## config.mk

```make
export PLATFORM = sky130hd
export DESIGN_NAME = dpd_decoder
export DESIGN_NICKNAME = d
export VERILOG_FILES = /design/src/rtl/dpd_pkg.sv /design/src/rtl/dpd_field_decode.sv /design/src/rtl/dpd_pair_check.sv /design/src/rtl/dpd_rm_check.sv /design/src/rtl/dpd_decoder.sv
export SDC_FILE = /design/constraint.sdc
export NUM_CORES = 1
export LEC_CHECK = 0
export BUFFER_PORTS_ARGS = -buffer_cell sky130_fd_sc_hd__buf_2
export CORE_ASPECT_RATIO = 1.2
export CORE_MARGIN = 2
export CORE_UTILIZATION = 40
export DETAILED_ROUTE_END_ITERATION = 10
export PLACE_DENSITY_LB_ADDON = 0.12
export SYNTH_ARGS = -nofsm -noshare
export SYNTH_HDL_FRONTEND = slang
export SYNTH_SLANG_ARGS = --single-unit
```

## constraint.sdc

```tcl
create_clock -name vclk -period 2.7
set_clock_uncertainty 0.2 [all_clocks]
set_input_delay 0.54 -clock vclk [all_inputs]
set_output_delay 0.54 -clock vclk [all_outputs]
set_load 0.02 [all_outputs]
```

## src/rtl/dpd_pkg.sv

```systemverilog
package dpd_pkg;
  localparam int INSN_W = 32;
  localparam int IDX_W  = 5;
  localparam int RM_W   = 3;
  localparam int NSLOT  = 4;
  localparam int OPC_W  = 7;

  // slot positions inside a check mask
  localparam int SLOT_RS1 = 0;
  localparam int SLOT_RS2 = 1;
  localparam int SLOT_RS3 = 2;
  localparam int SLOT_RD  = 3;

  localparam logic [NSLOT-1:0] MASK_ALL = 4'b1111;
  localparam logic [NSLOT-1:0] MASK_BIN = 4'b1011;
  localparam logic [NSLOT-1:0] MASK_UN  = 4'b1001;
  localparam logic [NSLOT-1:0] MASK_SRC = 4'b0001;
  localparam logic [NSLOT-1:0] MASK_DST = 4'b1000;
  localparam logic [NSLOT-1:0] MASK_CMP = 4'b0011;

  localparam logic [OPC_W-1:0] OPC_MADD  = 7'b1000011;
  localparam logic [OPC_W-1:0] OPC_MSUB  = 7'b1000111;
  localparam logic [OPC_W-1:0] OPC_NMSUB = 7'b1001011;
  localparam logic [OPC_W-1:0] OPC_NMADD = 7'b1001111;
  localparam logic [OPC_W-1:0] OPC_FP    = 7'b1010011;

  localparam logic [RM_W-1:0] RM_DYN     = 3'b111;
  localparam logic [RM_W-1:0] RM_MAX_OK  = 3'b100;

  typedef enum logic [4:0] {
    OP_NONE, OP_MADD, OP_MSUB, OP_NMSUB, OP_NMADD,
    OP_ADD, OP_SUB, OP_MUL, OP_DIV, OP_SQRT,
    OP_CVT_S_D, OP_CVT_D_S,
    OP_CVT_W_D, OP_CVT_WU_D, OP_CVT_L_D, OP_CVT_LU_D,
    OP_CVT_D_W, OP_CVT_D_WU, OP_CVT_D_L, OP_CVT_D_LU,
    OP_SGNJ, OP_SGNJN, OP_SGNJX, OP_MIN, OP_MAX,
    OP_FEQ, OP_FLT, OP_FLE, OP_CLASS, OP_MV_X_D, OP_MV_D_X
  } dop_e;

  localparam int OP_W = $bits(dop_e);
endpackage

```

## src/rtl/dpd_field_decode.sv

```systemverilog
module dpd_field_decode
  import dpd_pkg::*;
(
  input  logic [INSN_W-1:0] insn_i,
  output dop_e              op_o,
  output logic [NSLOT-1:0]  mask_o,
  output logic              uses_rm_o,
  output logic              wide_o,
  output logic              fpr_only_o
);
  logic [OPC_W-1:0] opc;
  logic [6:0]       f7;
  logic [4:0]       f5;
  logic [2:0]       f3;
  logic [1:0]       fmt;

  assign opc = insn_i[6:0];
  assign f7  = insn_i[31:25];
  assign f5  = insn_i[24:20];
  assign f3  = insn_i[14:12];
  assign fmt = insn_i[26:25];

  always_comb begin
    op_o       = OP_NONE;
    mask_o     = '0;
    uses_rm_o  = 1'b0;
    wide_o     = 1'b0;
    fpr_only_o = 1'b0;
    case (opc)
      OPC_MADD, OPC_MSUB, OPC_NMSUB, OPC_NMADD: begin
        if (fmt == 2'b01) begin
          mask_o    = MASK_ALL;
          uses_rm_o = 1'b1;
          case (opc)
            OPC_MADD:  op_o = OP_MADD;
            OPC_MSUB:  op_o = OP_MSUB;
            OPC_NMSUB: op_o = OP_NMSUB;
            default:   op_o = OP_NMADD;
          endcase
        end
      end
      OPC_FP: begin
        case (f7)
          7'b0000001: begin op_o = OP_ADD; mask_o = MASK_BIN; uses_rm_o = 1'b1; end
          7'b0000101: begin op_o = OP_SUB; mask_o = MASK_BIN; uses_rm_o = 1'b1; end
          7'b0001001: begin op_o = OP_MUL; mask_o = MASK_BIN; uses_rm_o = 1'b1; end
          7'b0001101: begin op_o = OP_DIV; mask_o = MASK_BIN; uses_rm_o = 1'b1; end
          7'b0101101:
            if (f5 == 5'd0) begin op_o = OP_SQRT; mask_o = MASK_UN; uses_rm_o = 1'b1; end
          7'b0100000:
            if (f5 == 5'd1) begin op_o = OP_CVT_S_D; mask_o = MASK_SRC; uses_rm_o = 1'b1; end
          7'b0100001:
            if (f5 == 5'd0) begin op_o = OP_CVT_D_S; mask_o = MASK_DST; uses_rm_o = 1'b1; end
          7'b1100001: begin
            if (f5[4:2] == 3'b000) begin
              mask_o    = MASK_SRC;
              uses_rm_o = 1'b1;
              wide_o    = f5[1];
              case (f5[1:0])
                2'd0:    op_o = OP_CVT_W_D;
                2'd1:    op_o = OP_CVT_WU_D;
                2'd2:    op_o = OP_CVT_L_D;
                default: op_o = OP_CVT_LU_D;
              endcase
            end
          end
          7'b1101001: begin
            if (f5[4:2] == 3'b000) begin
              mask_o    = MASK_DST;
              uses_rm_o = 1'b1;
              wide_o    = f5[1];
              case (f5[1:0])
                2'd0:    op_o = OP_CVT_D_W;
                2'd1:    op_o = OP_CVT_D_WU;
                2'd2:    op_o = OP_CVT_D_L;
                default: op_o = OP_CVT_D_LU;
              endcase
            end
          end
          7'b0010001: begin
            mask_o = MASK_BIN;
            case (f3)
              3'b000:  op_o = OP_SGNJ;
              3'b001:  op_o = OP_SGNJN;
              3'b010:  op_o = OP_SGNJX;
              default: mask_o = '0;
            endcase
          end
          7'b0010101: begin
            mask_o = MASK_BIN;
            case (f3)
              3'b000:  op_o = OP_MIN;
              3'b001:  op_o = OP_MAX;
              default: mask_o = '0;
            endcase
          end
          7'b1010001: begin
            mask_o = MASK_CMP;
            case (f3)
              3'b010:  op_o = OP_FEQ;
              3'b001:  op_o = OP_FLT;
              3'b000:  op_o = OP_FLE;
              default: mask_o = '0;
            endcase
          end
          7'b1110001: begin
            if (f5 == 5'd0) begin
              if (f3 == 3'b001) begin
                op_o = OP_CLASS; mask_o = MASK_SRC;
              end else if (f3 == 3'b000) begin
                op_o = OP_MV_X_D; fpr_only_o = 1'b1;
              end
            end
          end
          7'b1111001:
            if (f5 == 5'd0 && f3 == 3'b000) begin
              op_o = OP_MV_D_X; fpr_only_o = 1'b1;
            end
          default: ;
        endcase
      end
      default: ;
    endcase
  end

  // a decoded check mask always belongs to a matched operation
  always_comb begin
    if (op_o == OP_NONE)
      p_mask_needs_op_r12: assert (mask_o == '0 && !uses_rm_o && !fpr_only_o)
        else $error("decode side-band set without an operation");
  end
endmodule

```

## src/rtl/dpd_pair_check.sv

```systemverilog
module dpd_pair_check
  import dpd_pkg::*;
#(
  parameter int SLOTS = NSLOT
) (
  input  logic             active_i,
  input  logic [SLOTS-1:0] mask_i,
  input  logic [SLOTS-1:0] lsb_i,
  output logic             odd_hit_o
);
  logic [SLOTS-1:0] hit;

  for (genvar s = 0; s < SLOTS; s++) begin : g_slot
    assign hit[s] = active_i & mask_i[s] & lsb_i[s];
  end

  assign odd_hit_o = |hit;
endmodule

```

## src/rtl/dpd_rm_check.sv

```systemverilog
module dpd_rm_check
  import dpd_pkg::*;
(
  input  logic [RM_W-1:0] field_i,
  input  logic [RM_W-1:0] dyn_i,
  output logic            ok_o,
  output logic [RM_W-1:0] eff_o
);
  logic is_dyn;

  assign is_dyn = (field_i == RM_DYN);
  assign eff_o  = is_dyn ? dyn_i : field_i;
  // reserved codes sit above RM_MAX_OK; dynamic code resolves first
  assign ok_o   = (eff_o <= RM_MAX_OK);
endmodule

```

## src/rtl/dpd_decoder.sv

```systemverilog
module dpd_decoder
  import dpd_pkg::*;
(
  input  logic [INSN_W-1:0] insn_i,
  input  logic              xlen64_i,
  input  logic              fpr_en_i,
  input  logic              pair_en_i,
  input  logic [RM_W-1:0]   dyn_rm_i,
  output logic              legal_o,
  output logic [OP_W-1:0]   op_o,
  output logic [IDX_W-1:0]  rd_o,
  output logic [IDX_W-1:0]  rs1_o,
  output logic [IDX_W-1:0]  rs2_o,
  output logic [IDX_W-1:0]  rs3_o,
  output logic [RM_W-1:0]   rm_o
);
  dop_e             op;
  logic [NSLOT-1:0] mask;
  logic [NSLOT-1:0] lsb;
  logic             uses_rm, wide, fpr_only;
  logic             pair32, odd_hit;
  logic             rm_ok;
  logic [RM_W-1:0]  rm_eff;
  logic             enabled;

  assign rd_o  = insn_i[11:7];
  assign rs1_o = insn_i[19:15];
  assign rs2_o = insn_i[24:20];
  assign rs3_o = insn_i[31:27];

  dpd_field_decode u_dec (
    .insn_i     (insn_i),
    .op_o       (op),
    .mask_o     (mask),
    .uses_rm_o  (uses_rm),
    .wide_o     (wide),
    .fpr_only_o (fpr_only)
  );

  assign lsb[SLOT_RS1] = rs1_o[0];
  assign lsb[SLOT_RS2] = rs2_o[0];
  assign lsb[SLOT_RS3] = rs3_o[0];
  assign lsb[SLOT_RD]  = rd_o[0];

  // dedicated file wins over pair mode when both are set
  assign pair32 = pair_en_i & ~fpr_en_i & ~xlen64_i;

  dpd_pair_check #(.SLOTS(NSLOT)) u_pair (
    .active_i  (pair32),
    .mask_i    (mask),
    .lsb_i     (lsb),
    .odd_hit_o (odd_hit)
  );

  dpd_rm_check u_rm (
    .field_i (insn_i[14:12]),
    .dyn_i   (dyn_rm_i),
    .ok_o    (rm_ok),
    .eff_o   (rm_eff)
  );

  assign enabled = fpr_en_i | pair_en_i;

  assign legal_o = (op != OP_NONE) & enabled
                 & (~fpr_only | fpr_en_i)
                 & (~wide | xlen64_i)
                 & (~uses_rm | rm_ok)
                 & ~odd_hit;
  assign op_o    = op;
  assign rm_o    = uses_rm ? rm_eff : '0;

  always_comb begin
    if (legal_o)
      p_needs_enable_r1: assert (fpr_en_i || pair_en_i)
        else $error("legal with no double support enabled");
    if (op_o == OP_NONE)
      p_no_match_r12: assert (!legal_o)
        else $error("legal without a matched pattern");
    if (legal_o && (op == OP_CVT_L_D || op == OP_CVT_LU_D ||
                    op == OP_CVT_D_L || op == OP_CVT_D_LU))
      p_wide_cvt_r5: assert (xlen64_i)
        else $error("64-bit conversion legal on 32-bit core");
    if (legal_o && (op == OP_MV_X_D || op == OP_MV_D_X))
      p_move_file_r7: assert (fpr_en_i)
        else $error("move legal without FP file");
    if (legal_o && pair32)
      p_even_pairs_r8: assert (!(mask[SLOT_RS1] && rs1_o[0]) && !(mask[SLOT_RS2] && rs2_o[0]) &&
                               !(mask[SLOT_RS3] && rs3_o[0]) && !(mask[SLOT_RD] && rd_o[0]))
        else $error("odd double index accepted in pair mode");
    if (legal_o && uses_rm)
      p_rm_valid_r10: assert (rm_o <= RM_MAX_OK)
        else $error("reserved rounding mode accepted");
    if (legal_o && uses_rm && insn_i[14:12] != RM_DYN)
      p_static_rm_r11: assert (rm_o == insn_i[14:12])
        else $error("static rounding mode altered");
  end
endmodule

```

==> metrics, run 1 <==
worst-margin pin slew roughly 0.37 ns; vias per inst 5.810; Worst Setup Start Kind primary input; IO Pins 67; GRT Total Usage just under 30%; fmax just over 300 MHz; vias roughly 1,500; Non-Filler Instances between 200 and 300; switching power 97.89 uW; Post-route DRC 0; final sequential cell count 0; Pint slightly below 90 uW; height of the die around 58 um; HP Class primary input to primary output; Syn Area/Cell approximately 6.7 um2; max_cap viols 0; Post-DP HPWL 3498 um; global-route wire length before repair 6748 um; most used cell, CP buf_4; worst path bufs/invs 6; Final min period 3.263 ns; Pwr Density between 100 and 150 nW/um2; Final period util 120.8%; Crit path arrival time 2.52 ns; Comb pwr share 100.0%; Yosys cell types 51; Clk pwr share 0%; largest net degree at the start of global routing 11; peak fanout along the critical path 8; commonest non-fill, non-tap cell in the layout buf_4; fin. max-slew vios 0; Area Growth Syn to Fin 83.16%; Initial Util a little over two fifths; Leak 0.8061 nW; initial antenna violation count 0; Reg power frac 0%; row count 19; FF/Latch Area 0 um2; vias in the first global route roughly 1,500; status complete, but fails checks; Port Buffers 51; Final Hold Viols 0; HP Start insn_i[18]; total grt overflow 0; min setup slack post-route -0.5629 ns; Inserted Diodes 0; Die W a little under 50 um; Core ar. 2330 um2; Layout fillers approximately 190; syn_nets 186; commonest non-fill, non-tap cells in the layout buf_4, buf_2, nor2_1, nand3_1, nand2_1; clock buf count 0; die area between 2000 and 3000 um2; Slew HR between 70% and 80%; VDD IR max about 0.09 mV; nets 272; power after layout ~180 uW; Placed Cells approximately 260; RSZ-0062 raised after global routing true; wire per inst approximately 17 um; Crit. End Element primary output; worst hold path depth 0; Worst path slowest cell nor4_4; Mapped Cells about 150; kind of critical path primary input to primary output; YS warnings 0; GPL Wtd Cong about 0.9; DR iter-0 viols 62; critical path cell sequence clkbuf_4 > buf_6 > inv_2 > a31oi_2 > a21oi_2 > buf_4 > o31ai_4 > buf_4 > a32oi_4 > nor4_4 > nor4_4 > buf_4; failing checks setup timing; sw frac a little over half; CP required roughly 2 ns; Final ANT Viol Nets 0; critical path's top delay family buffers and inverters; proportion of synthesized chip area in sequential cells 0%; Crit path largest cell delay about 0.37 ns; 1st-pass router iterations 4; Cell Area, Synth 988.4 um2; layout cell share with drive strength beyond 1 between 60% and 70%; Post-Route WL between 4000 and 5000 um; Hold EP rs1_o[3]; final setup fails 9; Hold-fix buffers, CTS 0
[timing repair]
action	in CTS	in global routing
setup buffers	4	4
endpoints found under the setup margin	9	9
pin swaps	12	10
resized for setup	15	19
[power by group through the flow]
stage | combinational, mW | sequential [mW] | clock [mW]
floorplan | 0.102 | 0 | 0
global placement | 0.162 | 0 | 0
detailed placement | 0.167 | 0 | 0
CTS | 0.173 | 0 | 0
global route | 0.198 | 0 | 0
finish | 0.185 | 0 | 0
[area by class of cell]
type               instances  area [um2]  share of cell area (%)
inverters                  2       7.507                  0.4147
multi-input cells        116       980.9                   54.18
well taps                 31       38.79                   2.142
repair buffers           114       783.3                   43.26
[how the worst max path moves through the flow]
| stage | start | end | slack [ns] | depth (start not counted) |
|---|---|---|---|---|
| 6_report | insn_i[29] | legal_o | -0.56 | 12 |
| 5_1_grt | insn_i[22] | legal_o | -0.63 | 9 |
| 4_1_cts | insn_i[22] | legal_o | -0.59 | 9 |
| 3_5_place_dp | insn_i[24] | legal_o | -0.65 | 9 |
| 3_3_place_gp | insn_i[24] | legal_o | -0.53 | 9 |
| 2_1_floorplan | insn_i[5] | legal_o | -0.37 | 7 |
[per-stage QoR]
step	cell area, um2	setup WS [ns]	hold slack [ns]	utilization [%]	setup TNS [ns]
floorplan	1101	-0.3728	0.9926	-	-0.3728
global route	1810	-0.6333	0.8801	77.71	-3.098
CTS	1714	-0.5868	0.8803	73.58	-2.745
finish	1810	-0.5629	0.8800	77.71	-2.410
detailed placement	1620	-0.6532	0.8803	69.55	-2.837
global placement	1620	-0.5322	0.8803	69.55	-2.375
[metal layers]
layer  vias up  GRT usage, %  part of all wire [%]
met4         0         10.32                   3.9
met2        72         56.95                    51
met3        20         1.269                   5.2
met5         -             0                     0
li1        726             -                     -
met1       710         34.78                    40
[synth_stat cells (2+ instances only)]
master | number | area [um2]
a211oi_1 | 2 | 15.01
a21oi_1 | 7 | 35.03
a22oi_1 | 2 | 15.01
a31oi_1 | 4 | 25.02
and2_1 | 2 | 12.51
and3_1 | 2 | 12.51
and4_1 | 2 | 17.52
and4b_1 | 2 | 20.02
buf_2 | 2 | 10.01
buf_4 | 21 | 157.7
clkbuf_1 | 6 | 22.52
nand2_1 | 10 | 37.54
nand3_1 | 9 | 45.04
nand4_1 | 5 | 31.28
nand4b_1 | 3 | 26.28
nor2_1 | 11 | 41.29
nor2b_1 | 3 | 18.77
nor3_1 | 7 | 35.03
nor3b_1 | 2 | 15.01
nor4_1 | 5 | 31.28
nor4b_2 | 3 | 45.04
o211a_1 | 3 | 30.03
o211ai_1 | 2 | 15.01
o21ai_0 | 5 | 25.02
xnor2_1 | 2 | 17.52
[cells by family (layout without fill, tap and decap cells)]
| group | after synthesis | count (layout) | synth area share, % |
|---|---|---|---|
| AND/OR/NAND/NOR | 77 | 77 | 49.62 |
| XOR/XNOR | 3 | 3 | 2.659 |
| buffers and inverters | 32 | 116 | 20.50 |
| AO/OA/AOI/OAI | 36 | 36 | 27.21 |
(Power assumes the default switching activity.)
==> inputs of run 2 (changes only) <==
Settings changed: MAX_ROUTING_LAYER set to met4.
==> run 2 against run 1 <==
Effect of this change:
- the run still ends with setup timing left
- wire length is 1.6% higher
- maximum frequency increased by 2.1%
- clock-buffer cell count stayed put
- critical endpoint unchanged
==> metrics, run 2 (synthesis gave the netlist of run 1 again) <==
status complete, but fails checks; failing checks setup timing; placed cell areas 1628 um2 (+0.46%); DR iter-0 viols 35 (-44%); vias 1,590 (+4.1%); post-route setup TNS -2.900 ns (-0.4900 ns); critical path cell sequence buf_6 > or4_4 > nor4_4 > nand2_1 > o2111a_1 > a32oi_4 > nor4_4 > nor4_4 > buf_4; min setup slack post-route -0.4967 ns (+0.06621 ns); VDD IR max 0.09002 mV (-1.8%); 1st-pass router iterations 4 (unchanged); Post-route DRC 0 (unchanged); Hold-fix buffers, CTS 0 (unchanged); peak fanout along the critical path 4 (-4); Non-Filler Instances 261 (-0.76%); GRT Total Usage 30.57% (+1.0 points); power after layout 178.6 uW (-3.5%); Worst path slowest cell or4_4; Final period util 118.4% (-2.5 points); CP required 1.96 ns (about the same); fin. max-slew vios 0 (unchanged); Final ANT Viol Nets 0 (unchanged); Post-Place Worst Slack -0.5886 ns (+0.06468 ns); Inserted Diodes 0 (unchanged); Crit path arrival time 2.46 ns (-0.06 ns); nets 270 (-0.74%); FF/Latch Area 0 um2 (unchanged); height of the die 58.46 um (unchanged); RSZ-0062 raised after global routing true; global-route wire length before repair 6879 um (+1.9%); vias per inst 6.092 (+4.9%); worst-margin pin slew 0.3586 ns (-0.01334 ns); final setup fails 9 (unchanged); Post-Route WL 4427 um (+1.6%); Pwr Density 98.21 nW/um2 (-3.9%); final sequential cell count 0 (unchanged); worst path bufs/invs 2 (-4); worst hold path depth 0 (unchanged); Hold EP rs1_o[3]; GPL Wtd Cong 0.9186 (+0.38%); Initial Util 42.43% (unchanged); IO Pins 67 (unchanged); commonest non-fill, non-tap cells in the layout buf_4, buf_2, nand2_1, buf_6; vias in the first global route 1,550 (+6.8%); Placed Cells 257 (+0.39%); final core utilization 78.03% (+0.32 points); Final Hold Viols 0 (unchanged); largest net degree at the start of global routing 14 (+3); row count 19 (unchanged); Slew HR 75.87% (+0.86 points); HP Class primary input to primary output; initial antenna violation count 0 (unchanged); Area Growth Syn to Fin 83.92%; most used cell, CP nor4_4; final hold slack 0.8800 ns (unchanged); wire per inst 16.96 um (+2.4%); Post-DP HPWL 3483 um (-0.45%); total grt overflow 0 (unchanged); max_cap viols 0 (unchanged); fmax 312.8 MHz (+2.1%); kind of critical path primary input to primary output; clock buf count 0 (unchanged); commonest non-fill, non-tap cell in the layout buf_4; Crit. End Element primary output; Die W 49.38 um (unchanged); Worst Setup Start Kind primary input; HP Start insn_i[18]; Final min period 3.197 ns (-0.06621 ns); critical path's top delay family simple AND/OR/NAND/NOR gates; Port Buffers 51 (unchanged); Core ar. 2330 um2 (unchanged); layout cell share with drive strength beyond 1 63.48% (+0.12 points); Final Cell Area 1818 um2 (+0.41%); die area 2887 um2 (unchanged); Crit path largest cell delay 0.59 ns (+0.22 ns); Leak 0.8216 nW (+1.9%)
[run 2: cell types whose count changed in the layout (fill, tap and decap cells not counted), moves of 2 or more]
cell,previous run,this run
nand2_1,8,10
nand2_2,2,0
buf_2,38,42
buf_6,6,10
buf_4,69,59
[run 2: area by class of cell]
class,count,area [um2]
Fill cell,196,511.7
Inverter,2,7.507
Multi-Input combinational cell,116,991.0
Tap cell,31,38.79
Timing Repair Buffer,112,780.7
[run 2: layer usage]
metal | share of wire (%) | track usage [%] | vias to the layer above
met5 | 0 | - | -
met4 | 4.2 | 9.524 | 0
met3 | 6.5 | 1.269 | 21
met2 | 52 | 59.46 | 80
met1 | 37 | 33.49 | 762
li1 | - | - | 727
[run 2: what timing repair did]
item | 4_1_cts | 5_1_grt
endpoints found under the hold margin | 0 | 0
buffers inserted | 4 | 3
gates resized for setup | 13 | 25
pin swaps | 13 | 6
endpoints found under the setup margin | 9 | 9
[run 2: worst max path at each step]
| stage | startpoint | to | cells past startpoint |
|---|---|---|---|
| after floorplan | insn_i[5] | legal_o | 7 |
| after CTS | insn_i[22] | legal_o | 9 |
| final | insn_i[22] | legal_o | 9 |
| after global placement | insn_i[24] | legal_o | 9 |
| after global routing | insn_i[22] | legal_o | 9 |
| after detailed placement | insn_i[24] | legal_o | 9 |
[run 2: report_power, final]
part	switching, mW	internal, mW	leakage (nW)
Combinational	0.0942	0.0844	0.822
Clock	0	0	0
Sequential	0	0	0
